File: config.mk
export PLATFORM = sky130hd
export DESIGN_NAME = frame_link_tx
export DESIGN_NICKNAME = d
export VERILOG_FILES = /design/src/rtl/flt_pkg.sv /design/src/rtl/flt_shreg.sv /design/src/rtl/flt_crc8.sv /design/src/rtl/flt_seq.sv /design/src/rtl/frame_link_tx.sv
export SDC_FILE = /design/constraint.sdc
export NUM_CORES = 1
export LEC_CHECK = 0
export BUFFER_PORTS_ARGS = -buffer_cell sky130_fd_sc_hd__buf_4
export CORE_MARGIN = 10
export CORE_UTILIZATION = 55
export CTS_CLUSTER_DIAMETER = 80
export CTS_CLUSTER_SIZE = 20
export DETAILED_ROUTE_END_ITERATION = 10
export PLACE_DENSITY = 0.8
export SYNTH_ARGS = -nofsm -noshare
export SYNTH_HDL_FRONTEND = slang
export SYNTH_SLANG_ARGS = --single-unit
File: constraint.sdc
create_clock -name clk -period 2.5 [get_ports clk]
set_input_delay 0.5 -clock clk [delete_from_list [all_inputs] [get_ports clk]]
set_output_delay 0.5 -clock clk [all_outputs]
set_load 0.05 [all_outputs]
File: src/rtl/flt_pkg.sv
// Shared types and constants for the framed serial link transmitter.
// Assumes a single bit-rate clock domain.
package flt_pkg;
    typedef enum logic [2:0] {
        PH_IDLE,
        PH_PRE,
        PH_HEAD,
        PH_CRC,
        PH_TAIL,
        PH_POST
    } phase_t;

    localparam int DELIM_W = 4;
    localparam logic [DELIM_W-1:0] SOF_PAT = 4'b1001;
    localparam logic [DELIM_W-1:0] EOF_PAT = 4'b0110;
endpackage

File: src/rtl/flt_shreg.sv
// Parallel-load, left-shifting register that presents its MSB.
// Assumes load and shift are never both high (load takes priority).
module flt_shreg #(
    parameter int W = 8
) (
    input  logic         clk,
    input  logic         rst_n,
    input  logic         load,
    input  logic [W-1:0] load_val,
    input  logic         shift,
    output logic         msb
);
    logic [W-1:0] sr_q;

    // Capture on load, shift one place toward the MSB on shift.
    always_ff @(posedge clk) begin
        if (!rst_n)     sr_q <= '0;
        else if (load)  sr_q <= load_val;
        else if (shift) sr_q <= {sr_q[W-2:0], 1'b0};
    end

    assign msb = sr_q[W-1];
endmodule

File: src/rtl/flt_crc8.sv
// Serial CRC generator. It folds in one bit per cycle on upd, then on shift
// it drains the remainder MSB first.
// Assumes that clr, upd and shift are mutually exclusive.
module flt_crc8 #(
    parameter int           W    = 8,
    parameter logic [W-1:0] POLY = 8'h07
) (
    input  logic clk,
    input  logic rst_n,
    input  logic clr,
    input  logic upd,
    input  logic din,
    input  logic shift,
    output logic msb
);
    logic [W-1:0] crc_q;
    logic         fb;

    assign fb = crc_q[W-1] ^ din;

    // Clear, accumulate one bit, or drain the remainder.
    always_ff @(posedge clk) begin
        if (!rst_n || clr) crc_q <= '0;
        else if (upd)      crc_q <= {crc_q[W-2:0], 1'b0} ^ (fb ? POLY : '0);
        else if (shift)    crc_q <= {crc_q[W-2:0], 1'b0};
    end

    assign msb = crc_q[W-1];

    // while draining, the remainder moves toward the MSB unchanged
    assert_crc_drain_R7: assert property (@(posedge clk) disable iff (!rst_n)
        (shift && !clr && !upd) |=> (crc_q[W-1] == $past(crc_q[W-2])));
endmodule

File: src/rtl/flt_seq.sv
// Frame sequencer: walks the phases pad, head, CRC, tail, pad and counts the
// bits in each phase. It issues the per-cycle controls and the done pulse.
// Assumes that start is only acted on in the idle phase.
module flt_seq
    import flt_pkg::*;
#(
    parameter int EDGE_PAD   = 4,
    parameter int SOF_W      = 4,
    parameter int SHORT_HEAD = 32,
    parameter int LONG_HEAD  = 144,
    parameter int CRC_W      = 8,
    parameter int TAIL_W     = 8
) (
    input  logic   clk,
    input  logic   rst_n,
    input  logic   start,
    input  logic   long_sel,
    output phase_t phase,
    output logic   load,
    output logic   head_shift,
    output logic   crc_upd,
    output logic   crc_shift,
    output logic   tail_shift,
    output logic   done
);
    localparam int CNT_W = $clog2(LONG_HEAD + 1);

    phase_t           phase_q, phase_nx;
    logic [CNT_W-1:0] cnt_q, last_cnt;
    logic             long_q, done_q;

    // Final count of the current phase and the phase that follows it.
    always_comb begin
        last_cnt = '0;
        phase_nx = PH_IDLE;
        case (phase_q)
            PH_PRE:  begin last_cnt = CNT_W'(EDGE_PAD - 1); phase_nx = PH_HEAD; end
            PH_HEAD: begin
                last_cnt = long_q ? CNT_W'(LONG_HEAD - 1) : CNT_W'(SHORT_HEAD - 1);
                phase_nx = PH_CRC;
            end
            PH_CRC:  begin last_cnt = CNT_W'(CRC_W - 1);    phase_nx = PH_TAIL; end
            PH_TAIL: begin last_cnt = CNT_W'(TAIL_W - 1);   phase_nx = PH_POST; end
            PH_POST: begin last_cnt = CNT_W'(EDGE_PAD - 1); phase_nx = PH_IDLE; end
            default: begin last_cnt = '0;                   phase_nx = PH_IDLE; end
        endcase
    end

    // Phase/count state, length capture and done pulse.
    always_ff @(posedge clk) begin
        if (!rst_n) begin
            phase_q <= PH_IDLE;
            cnt_q   <= '0;
            long_q  <= 1'b0;
            done_q  <= 1'b0;
        end else begin
            done_q <= 1'b0;
            if (phase_q == PH_IDLE) begin
                if (start) begin
                    phase_q <= PH_PRE;
                    cnt_q   <= '0;
                    long_q  <= long_sel;
                end
            end else if (cnt_q == last_cnt) begin
                cnt_q   <= '0;
                phase_q <= phase_nx;
                done_q  <= (phase_q == PH_POST);
            end else begin
                cnt_q <= cnt_q + 1'b1;
            end
        end
    end

    assign phase      = phase_q;
    assign load       = (phase_q == PH_IDLE) && start;
    assign head_shift = (phase_q == PH_HEAD);
    assign crc_upd    = head_shift && (cnt_q >= CNT_W'(SOF_W));
    assign crc_shift  = (phase_q == PH_CRC);
    assign tail_shift = (phase_q == PH_TAIL);
    assign done       = done_q;

    // done lasts a single cycle
    assert_done_single_R10: assert property (@(posedge clk) disable iff (!rst_n)
        done |=> !done);
    // the last trailing edge is followed by done and idle
    assert_done_after_post_R10: assert property (@(posedge clk) disable iff (!rst_n)
        (phase_q == PH_POST && cnt_q == last_cnt) |=> (done && phase_q == PH_IDLE));
    // only one field source drives the wire at a time
    assert_one_source_R5: assert property (@(posedge clk) disable iff (!rst_n)
        $onehot0({head_shift, crc_shift, tail_shift}));
    // start in the middle of a frame does not restart it
    assert_no_restart_R8: assert property (@(posedge clk) disable iff (!rst_n)
        (start && phase_q inside {PH_HEAD, PH_CRC, PH_TAIL, PH_POST}) |=> (phase_q != PH_PRE));
endmodule

File: src/rtl/frame_link_tx.sv
// Framed serial link transmitter top. It captures a frame on start and sends
// it on tx_dat, one bit per toggle of the forwarded clock tx_clk.
// Assumes clk runs at the bit rate. tx_clk therefore runs at half of it.
module frame_link_tx
    import flt_pkg::*;
#(
    parameter int           WORD_W     = 16,
    parameter int           LONG_WORDS = 8,
    parameter int           TYPE_W     = 4,
    parameter int           USER_W     = 8,
    parameter int           TAG_W      = 4,
    parameter int           EDGE_PAD   = 4,
    parameter int           CRC_W      = 8,
    parameter logic [7:0]   CRC_POLY   = 8'h07
) (
    input  logic                         clk,
    input  logic                         rst_n,
    input  logic                         start,
    input  logic [TYPE_W-1:0]            frm_type,
    input  logic [USER_W-1:0]            user_data,
    input  logic                         long_sel,
    input  logic [WORD_W*LONG_WORDS-1:0] payload,
    input  logic [TAG_W-1:0]             tag,
    output logic                         busy,
    output logic                         done,
    output logic                         tx_clk,
    output logic                         tx_dat
);
    localparam int LONG_BITS  = WORD_W * LONG_WORDS;
    localparam int PRE_BITS   = DELIM_W + TYPE_W + USER_W;
    localparam int LONG_HEAD  = PRE_BITS + LONG_BITS;
    localparam int SHORT_HEAD = PRE_BITS + WORD_W;
    localparam int TAIL_W     = TAG_W + DELIM_W;

    phase_t                 phase;
    logic                   load, head_shift, crc_upd, crc_shift, tail_shift;
    logic                   head_msb, crc_msb, tail_msb, bit_now;
    logic [LONG_HEAD-1:0]   head_val;
    logic [PRE_BITS-1:0]    pre_val;

    assign pre_val = {SOF_PAT, frm_type, user_data};

    // The short payload is left-aligned so that the head always drains from its MSB.
    generate
        if (LONG_BITS > WORD_W) begin : g_pad
            assign head_val = long_sel ? {pre_val, payload}
                : {pre_val, payload[WORD_W-1:0], {(LONG_BITS-WORD_W){1'b0}}};
        end else begin : g_nopad
            assign head_val = {pre_val, payload};
        end
    endgenerate

    flt_seq #(
        .EDGE_PAD(EDGE_PAD), .SOF_W(DELIM_W), .SHORT_HEAD(SHORT_HEAD),
        .LONG_HEAD(LONG_HEAD), .CRC_W(CRC_W), .TAIL_W(TAIL_W)
    ) u_seq (
        .clk(clk), .rst_n(rst_n), .start(start), .long_sel(long_sel),
        .phase(phase), .load(load), .head_shift(head_shift), .crc_upd(crc_upd),
        .crc_shift(crc_shift), .tail_shift(tail_shift), .done(done)
    );

    flt_shreg #(.W(LONG_HEAD)) u_head (
        .clk(clk), .rst_n(rst_n), .load(load), .load_val(head_val),
        .shift(head_shift), .msb(head_msb)
    );

    flt_shreg #(.W(TAIL_W)) u_tail (
        .clk(clk), .rst_n(rst_n), .load(load), .load_val({tag, EOF_PAT}),
        .shift(tail_shift), .msb(tail_msb)
    );

    flt_crc8 #(.W(CRC_W), .POLY(CRC_POLY)) u_crc (
        .clk(clk), .rst_n(rst_n), .clr(load), .upd(crc_upd), .din(head_msb),
        .shift(crc_shift), .msb(crc_msb)
    );

    // Pick the bit that belongs to the current phase; padding phases send 0.
    always_comb begin
        case (phase)
            PH_HEAD: bit_now = head_msb;
            PH_CRC:  bit_now = crc_msb;
            PH_TAIL: bit_now = tail_msb;
            default: bit_now = 1'b0;
        endcase
    end

    assign busy = (phase != PH_IDLE);

    // Toggle the forwarded clock and register one data bit per busy cycle.
    always_ff @(posedge clk) begin
        if (!rst_n) begin
            tx_clk <= 1'b0;
            tx_dat <= 1'b0;
        end else begin
            tx_clk <= busy ? ~tx_clk : 1'b0;
            tx_dat <= busy ? bit_now : 1'b0;
        end
    end

    // quiet wire while idle
    assert_idle_quiet_R1: assert property (@(posedge clk) disable iff (!rst_n)
        !busy |-> (!tx_clk && !tx_dat));
    // every busy cycle produces one forwarded-clock edge
    assert_edge_per_bit_R2: assert property (@(posedge clk) disable iff (!rst_n)
        busy |=> (tx_clk != $past(tx_clk)));
    // padding edges carry no data
    assert_pad_zero_R3: assert property (@(posedge clk) disable iff (!rst_n)
        (phase == PH_PRE || phase == PH_POST) |=> !tx_dat);
endmodule

* After elaboration in Yosys (flattened, before gate mapping) *
Cells that the tools add are included.

operators by class
  order comparisons = 1
  divide/modulo/power cells = 0
  shift-type cells = 0
  add/subtract/negate cells = 1
  eq/ne operators = 7
  mux-type cells = 18
  bitwise gates (word level) = 5
  multiply operators = 0
  reduce and logical (&&, ||, !) cells = 17

operator list
  operator                                                            count
  2-to-1 mux 144 bit                                                  2
  2-to-1 mux 128 bit                                                  1
  2-to-1 mux 8 bit                                                    8
  case mux 8 bit (3 select lines)                                     1
  2-to-1 mux 3 bit                                                    4
  case mux 3 bit (4 select lines)                                     1
  adder 8 x 1 -> 8 bit (second input constant)                        1
  == test 8 bit                                                       1
  greater-or-equal comparator 8 x 3 -> 1 bit (second input constant)  1
  nonzero test 2 bit                                                  4
  XOR 8 bit                                                           1
  == test 3 x 2 -> 1 bit (second input constant)                      2
  == test 3 bit (second input constant)                               2
  AND reduction 2 bit                                                 3
  OR reduction 2 bit                                                  3
  == test 3 x 1 -> 1 bit (second input constant)                      1
  logical NOT 3 bit                                                   1
  NOT 1 bit                                                           3
  case mux 1 bit (3 select lines)                                     1
  nonzero test 3 bit                                                  1
  OR reduction 3 bit                                                  1
  logical AND 1 bit                                                   2
  inequality test 2 bit (second input constant)                       1
  logical NOT 1 bit                                                   1
  2 further kinds                                                     2

storage, ports and cells
  flip-flop bits (word level) = 174
  ROM bits = 0
  word-level logic and storage cells = 59
  RAM bits = 0
  memories kept = 0
  bits in latches = 0
  input port bits = 148

* Logic depth before layout (Yosys ltp) *
Gate-level depths: netlist (run 1).

  word-level depth = 6
  depth in mapped cells = 8

* Modules after synthesis *
A second synthesis (run 1) with hierarchy kept.

second synthesis, totals
  cell total of the unflattened synthesis = 975
  area, all modules = 10,129.7 sq um

modules (own cells, without submodules)
  module              times used  area an instance (sq um)  cells each  sequential area each (sq um)
  flt_shreg (u_head)  1           7,350.8                   640         2,882.8
  frame_link_tx       1           1,099.8                   152         40.0
  flt_seq             1           917.1                     110         260.2
  flt_shreg (u_tail)  1           419.2                     35          160.2
  flt_crc8            1           342.8                     38          160.2

* Worst setup path before layout (run 1) *
OpenSTA, ideal clock, no wires.

  path type = reg2reg
  start point = register u_seq.phase_q[1], in the netlist u_seq.phase[1]
  end point = register u_seq.phase_q[1], in the netlist u_seq.phase[1]
  data required time = 2.426 ns
  setup slack = 0.387 ns
  stages on the path, launching flop included = 9
  arrival = 2.039 ns
  library setup time = 0.074 ns
  buffers on the path = 2
  clock period less this slack = 2.113 ns
  path through = dfxtp_1 -> buf_4 -> or3b_1 -> buf_2 -> o32ai_4 -> o211a_4 -> nand2_2 -> or4b_1 -> a31oi_1

on the way
  word-level cells in the longest chain between the ends = 6
  elaborated cells between the ends (all ways) = 16
  classes of those cells = eq/ne (7); mux (4); reduce/logical (5)

ends and longest elaborated chain
  what                                                  RTL line       source
  start, declared                                       flt_seq.sv:28  phase_t phase_q, phase_nx;
  start signal, assigned                                flt_seq.sv:66  phase_q <= phase_nx;
  == test 3 x 1 -> 1 bit, or another cell as far along  flt_seq.sv:36  case (phase_q)
  OR reduction 2 bit (no source line)                   n/a
  case mux 8 bit (3 select lines)                       flt_seq.sv:36
  == test 8 bit                                         flt_seq.sv:64  end else if (cnt_q == last_cnt) begin
  nonzero test 2 bit (no source line)                   n/a
  AND reduction 2 bit (no source line)                  n/a

Several ways; a longest one is shown, not always the timed one. The select of a mux whose other input is x is not followed.
A chain may end at the register's enable or synchronous reset.

* Final worst setup path (run 1) *
  start point = register u_seq.phase_q[0], in the netlist u_seq.phase[0]
  end point = output port busy

on the way
  word-level cells in the longest chain between the ends = 1

ends and longest elaborated chain
  what                RTL line             source
  nonzero test 3 bit  frame_link_tx.sv:87  assign busy = (phase != PH_IDLE);
  end, declared       frame_link_tx.sv:24  output logic busy,

No other way between the ends.

==> results.yml, run 1 <==
outcome:
  status: "complete, no violations"
setup_path:
  required_ns: 2.00
  worstSetupStartpoint: "u_seq.phase[0]"
  r2r-end: "u_seq.cnt_q[7]"
  critical_path_class: "reg -> out"
  cp_cell_sequence: "buf_4 > or2_2 > nor2_1 > buf_4 > inv_1 > buf_4"
  crit_slowest_cell: "dfxtp_1"
  end_kind: "output port"
  cp_slowest_stage_delay_ns: 0.36
  reg2reg_slack_ns: 0.27
  cp_max_fo: 7
  crit_arrival_ns: 1.85
  reg2reg_from: "u_seq.phase[2]"
  cp_top_family: "buffers and inverters"
  r2r_cells: 6
  crit_end: "busy"
  cp-start-kind: "flop"
  crit_buf_inv: 4
  path_depth: 6
  cpMostUsedCell: "buf_4"
placement:
  io_buffers: 151
  dp_cells: 1200
  place_congestion: 0.863
  dp_hpwl_um: 13300
  dpl_cell_area_um2: 9030
cts:
  clk_latency_ns: 0.42
  hold_buffers: 0
  cts_htree_levels: 4
  clock_path_buffers: 2
  cts_inserted_buffers: 17
  clock_sink_count: 174
  cts_root_buf: "clkbuf_16"
  post-cts-setup-buffers: 0
  cts_resized: 0
  clk_pin_slew_ns: 0.07
  cts_tree: "done"
sta:
  rsz0062_at_grt: "no"
  finClkSkew_ns: 0.00717
  drv_slew: 0
  fin_crit_ns: 2.35
  clock.fmax_ghz: 0.425
  finalHoldViolations: 0
  maxSlewHeadroom: 0.183
  setup_violations: 0
  tightestPinTransition_ns: 1.23
  period_share: 0.940
  fin_tns_setup_ns: 0
layout:
  stdcell_count: 1232
  final_nets: 1189
  final_core_util: 0.697
  area_growth_pct: 24.6
  layout-drive-gt1-share: 0.222
  antennaDiodeCount: 0
  layout_common_cells: "dfxtp_1 (174), buf_4 (166), nor2_1 (159), nand2_1 (137), nand3_1 (119)"
  final_common_cell: "dfxtp_1"
  fillers: 1139
  design_area_um2: 9640
drt:
  routed_wirelength_um: 20300
  via_count: 7334
  vias_per_cell: 5.95
  wire_per_inst_um: 16.5
  ant_nets: 0
  drc: 0
  drtIter0Drc: 763
  dr.pass1.iters: 8
logic_synthesis:
  async_reset_ff_frac: 0
  ys_seq_elements: 174
  syn_inst: 946
  synth_edf_count: 0
  synth_fp_nets: 1096
  avgSynthCellArea_um2: 8.18
  synth_warnings: 0
  netlist_area_um2: 7740
  yosysSeqAreaShare: 0.450
  synthDistinctLibCells: 49
  synthFlopType: "dfxtp_1"
global_route:
  grt-ovfl-total: 0
  grt_pass1_vias: 6682
  grt_usage: 0.199
  antenna_found_initial: 0
  grt_pass1_wl_um: 33200
  grt_max_degree: 90
worst_hold_path:
  hold_class: "in -> reg"
  holdPathStages: 3
power:
  comb_power_share: 0.350
  clock_power_share: 0.270
  p_int_mw: 6.45
  peakVddDrop_mv: 0.607
  p_seq_frac: 0.380
  total_power_mw: 10.1
  power_leakage_nw: 3.66
  sw_frac_of_total: 0.362
  p_sw_mw: 3.66
  powerDensity_nw_per_um2: 1050
floorplan:
  start_util: 0.559
  die_area_um2: 19200
  core-area_um2: 13800
  rows: 43
  die_width_um: 139
  ios: 152
  die_y_um: 139
job:
  drv_cap: 0
==> worst register-to-register path: stages (launching register included) <==
cell      delay (ns)
dfxtp_1         0.35
or3b_1          0.54
and3_1          0.25
o211ai_1        0.30
o211ai_2        0.22
or3b_1          0.39
o311ai_1        0.09
==> logic make-up after synthesis <==
logic type | after synthesis | synth area share
flip-flops | 174 | 0.450
AND/OR/NAND/NOR | 441 | 0.243
buffers and inverters | 110 | 0.0542
AO/OA/AOI/OAI | 188 | 0.207
adder cells (fa/ha/maj) | 2 | 0.00323
multiplexers | 26 | 0.0364
XOR/XNOR | 5 | 0.00566
==> stage by stage <==
step	setup WS, ns	hold slack (ns)
3_5_place_dp	0.318	0.423
4_1_cts	0.149	0.317
3_3_place_gp	0.361	0.421
2_1_floorplan	0.387	0.436
6_report	0.149	0.330
5_1_grt	0.0972	0.331
==> power by group through the flow <==
stage	logic, mW	clock network [mW]	registers (mW)
2_1_floorplan	2.59	0	3.81
3_3_place_gp	3.44	0	3.86
3_5_place_dp	3.51	0	3.88
4_1_cts	3.53	2.76	3.83
5_1_grt	3.95	2.87	3.92
6_report	3.54	2.72	3.85
==> flip-flops by register name, summed over array words and instances, names as in the netlist <==
name	cells
u_seq.cnt_q	8
tx_dat	1
u_head.sr_q	144
u_seq.done	1
u_seq.long_q	1
u_seq.phase	3
u_tail.sr_q	7
u_crc.crc_q	8
tx_clk	1
==> area by class of cell <==
type | count | area [µm²] | area share
multi-input combinational | 662 | 3860 | 0.400
sequential | 174 | 3480 | 0.362
clock buffer | 19 | 443 | 0.0460
tap | 180 | 225 | 0.0234
clock inverter | 13 | 164 | 0.0170
timing repair buffer | 175 | 1430 | 0.148
inverter | 9 | 36.3 | 0.00377
==> per-layer routing <==
metal | global-route usage | up-vias | wire length, µm | part of all wire
li1 | - | 3643 | - | -
met2 | 0.307 | 259 | 9610 | 0.47
met1 | 0.268 | 3413 | 9240 | 0.45
met4 | 0.0566 | 0 | 198 | 0.0097
met3 | 0.0507 | 19 | 1280 | 0.063
met5 | 0 | - | 0 | 0
==> worst min path at each step <==
stage / from / end / slack [ns]
final: user_data[7] / u_head.sr_q[135] / 0.33
after global routing: user_data[7] / u_head.sr_q[135] / 0.33
after CTS: frm_type[1] / u_head.sr_q[137] / 0.32
after detailed placement: tx_clk / tx_clk / 0.42
after global placement: tx_clk / tx_clk / 0.42
after floorplan: u_tail.sr_q[4] / u_tail.sr_q[4] / 0.44
==> cell usage after synthesis (2+ instances only) <==
library cell	instances	area share
xor2_1	4	0.0045
a311oi_1	111	0.13
nor3_1	5	0.0032
a32oi_1	2	0.0023
ha_1	2	0.0032
clkbuf_1	94	0.046
a31oi_1	5	0.0040
or3b_1	2	0.0023
a22oi_1	6	0.0058
buf_2	2	0.0013
and3_1	3	0.0024
buf_1	4	0.0019
dfxtp_1	174	0.45
nor2_1	159	0.077
mux2_2	17	0.025
and2_1	2	0.0016
o21ai_1	2	0.0013
a21oi_1	11	0.0071
inv_1	9	0.0044
nand2b_1	2	0.0016
o21ai_0	9	0.0058
o211ai_1	3	0.0029
nor4_1	2	0.0016
a222oi_1	28	0.036
nand3_1	119	0.077
mux2i_1	9	0.012
nand2_1	138	0.067
No activity file was read; power rests on OpenSTA's default activity.
==> run 2, diff against run 1 <==
REMOVE_ABC_BUFFERS = 1   (was default)
==> run 2 against run 1 <==
Net effect:
- setup slack improved by 0.039 ns
- combinational power shrank 3%
- cell count hardly changed
- sequential power hardly changed
- first-iteration DRC count increased by 9.3%
- register-to-register slack better by 0.07 ns
- sequential share of layout area is 0.13 points higher
- non-clock buffer count did not move
- global-route usage up 0.21 points
- critical path depth unchanged
- utilization fell by 0.24 points
- critical endpoint unchanged
- largest cell class unchanged
- highest routed layer is now met5
==> results.yml, run 2 (synthesis gave the netlist of run 1 again) <==
cts:
  cts_htree_levels: 4
  cts_resized: 0
  clock_path_buffers: 2
  cts_root_buf: "clkbuf_16"
  clk_latency_ns: 0.42
  clk_pin_slew_ns: 0.06
  clock_sink_count: 174
  post-cts-setup-buffers: 0
  hold_buffers: 0
  cts_inserted_buffers: 17
  cts_tree: "done"
drt:
  drtIter0Drc: 834
  dr.pass1.iters: 7
  vias_per_cell: 6.00
  ant_nets: 0
  routed_wirelength_um: 20300
  drc: 0
  wire_per_inst_um: 16.5
  via_count: 7392
sta:
  setup_violations: 0
  fin_tns_setup_ns: 0
  drv_slew: 0
  rsz0062_at_grt: "no"
  fin_crit_ns: 2.31
  clock.fmax_ghz: 0.433
  finalHoldViolations: 0
  maxSlewHeadroom: 0.506
  finClkSkew_ns: 0.00724
  tightestPinTransition_ns: 0.741
  period_share: 0.925
setup_path:
  reg2reg_from: "u_seq.phase[2]"
  cp-start-kind: "flop"
  crit_arrival_ns: 1.81
  end_kind: "output port"
  reg2reg_slack_ns: 0.34
  r2r-end: "u_seq.phase[1]"
  required_ns: 2.00
  cp_max_fo: 14
  critical_path_class: "reg -> out"
  r2r_cells: 6
outcome:
  status: "complete, no violations"
job:
  drv_cap: 0
global_route:
  antenna_found_initial: 2
  grt_usage: 0.201
  grt_pass1_wl_um: 33200
  grt-ovfl-total: 0
  grt_pass1_vias: 6688
  grt_max_degree: 158
floorplan:
  die_area_um2: 19200
  rows: 43
  start_util: 0.559
  die_width_um: 139
  die_y_um: 139
  core-area_um2: 13800
  ios: 152
layout:
  layout-drive-gt1-share: 0.223
  largest_register: "u_head.sr_q"
  reg_top3: "u_head.sr_q: 144 flops, u_crc.crc_q: 8 flops, u_seq.cnt_q: 8 flops"
  largest_reg_flops: 144
  final_nets: 1189
  layout_common_cells: "dfxtp_1 (174), buf_4 (169), nor2_1 (159), nand2_1 (137), nand3_1 (119)"
  area_growth_pct: 24.1
  fillers: 1115
  stdcell_count: 1233
  final_common_cell: "dfxtp_1"
worst_hold_path:
  hold_class: "in -> reg"
  hold_start: "user_data[7]"
  min_to: "u_head.sr_q[135]"
  holdPathStages: 3
power:
  powerDensity_nw_per_um2: 1040
  peakVddDrop_mv: 0.828
  power_leakage_nw: 3.65
placement:
  place_congestion: 0.880
  io_buffers: 151
  dp_hpwl_um: 12900
  dp_cells: 1200
## run 2: cell type report
class	count	area, µm²	area share
Inverter	9	36.3	0.00378
Sequential cell	174	3480	0.363
Multi-Input combinational cell	662	3860	0.402
Clock buffer	18	439	0.0457
Timing Repair Buffer	175	1390	0.145
Antenna cell	1	2.50	0.000261
Tap cell	180	225	0.0235
Clock inverter	14	169	0.0176
## run 2: report_power, final
part,internal (mW),total [mW],switching [mW],leakage (nW)
clock,1.60,2.70,1.10,0.284
sequential,3.47,3.83,0.357,1.43
combinational,1.32,3.45,2.13,1.93
## run 2: per-layer routing
metal / global-route usage / wire length (µm)
met1: 0.274 / 9220
met3: 0.0637 / 1640
met2: 0.295 / 9140
met5: 0 / 13
met4: 0.0649 / 289
## run 2: through the flow
step / hold WS [ns] / cell area [µm²] / util / total power [mW] / worst slack (ns)
2_1_floorplan: 0.436 / 7350 / - / 6.21 / -2.31
3_3_place_gp: 0.411 / 8990 / 0.650 / 7.23 / 0.409
3_5_place_dp: 0.416 / 8990 / 0.650 / 7.31 / 0.388
4_1_cts: 0.311 / 9600 / 0.694 / 10.0 / 0.171
5_1_grt: 0.316 / 9600 / 0.694 / 10.7 / 0.103
6_report: 0.330 / 9600 / 0.694 / 9.98 / 0.188
## run 2: worst max-delay path by stage
stage / from / to / slack (ns) / depth (start not counted)
after detailed placement: u_seq.phase[2] / u_seq.phase[1] / 0.39 / 6
final: u_seq.phase[0] / busy / 0.19 / 6
after floorplan: u_seq.phase[1] / u_head.sr_q[100] / -2.31 / 2
after CTS: u_seq.phase[0] / busy / 0.17 / 6
after global routing: u_seq.phase[0] / busy / 0.10 / 6
after global placement: u_seq.phase[2] / u_seq.phase[1] / 0.41 / 6
## run 2: critical path, stage by stage (launching register included)
cell     delay [ns]
dfxtp_1        0.32
buf_4          0.18
or2_2          0.33
nor2_1         0.09
buf_4          0.16
inv_1          0.10
buf_4          0.20
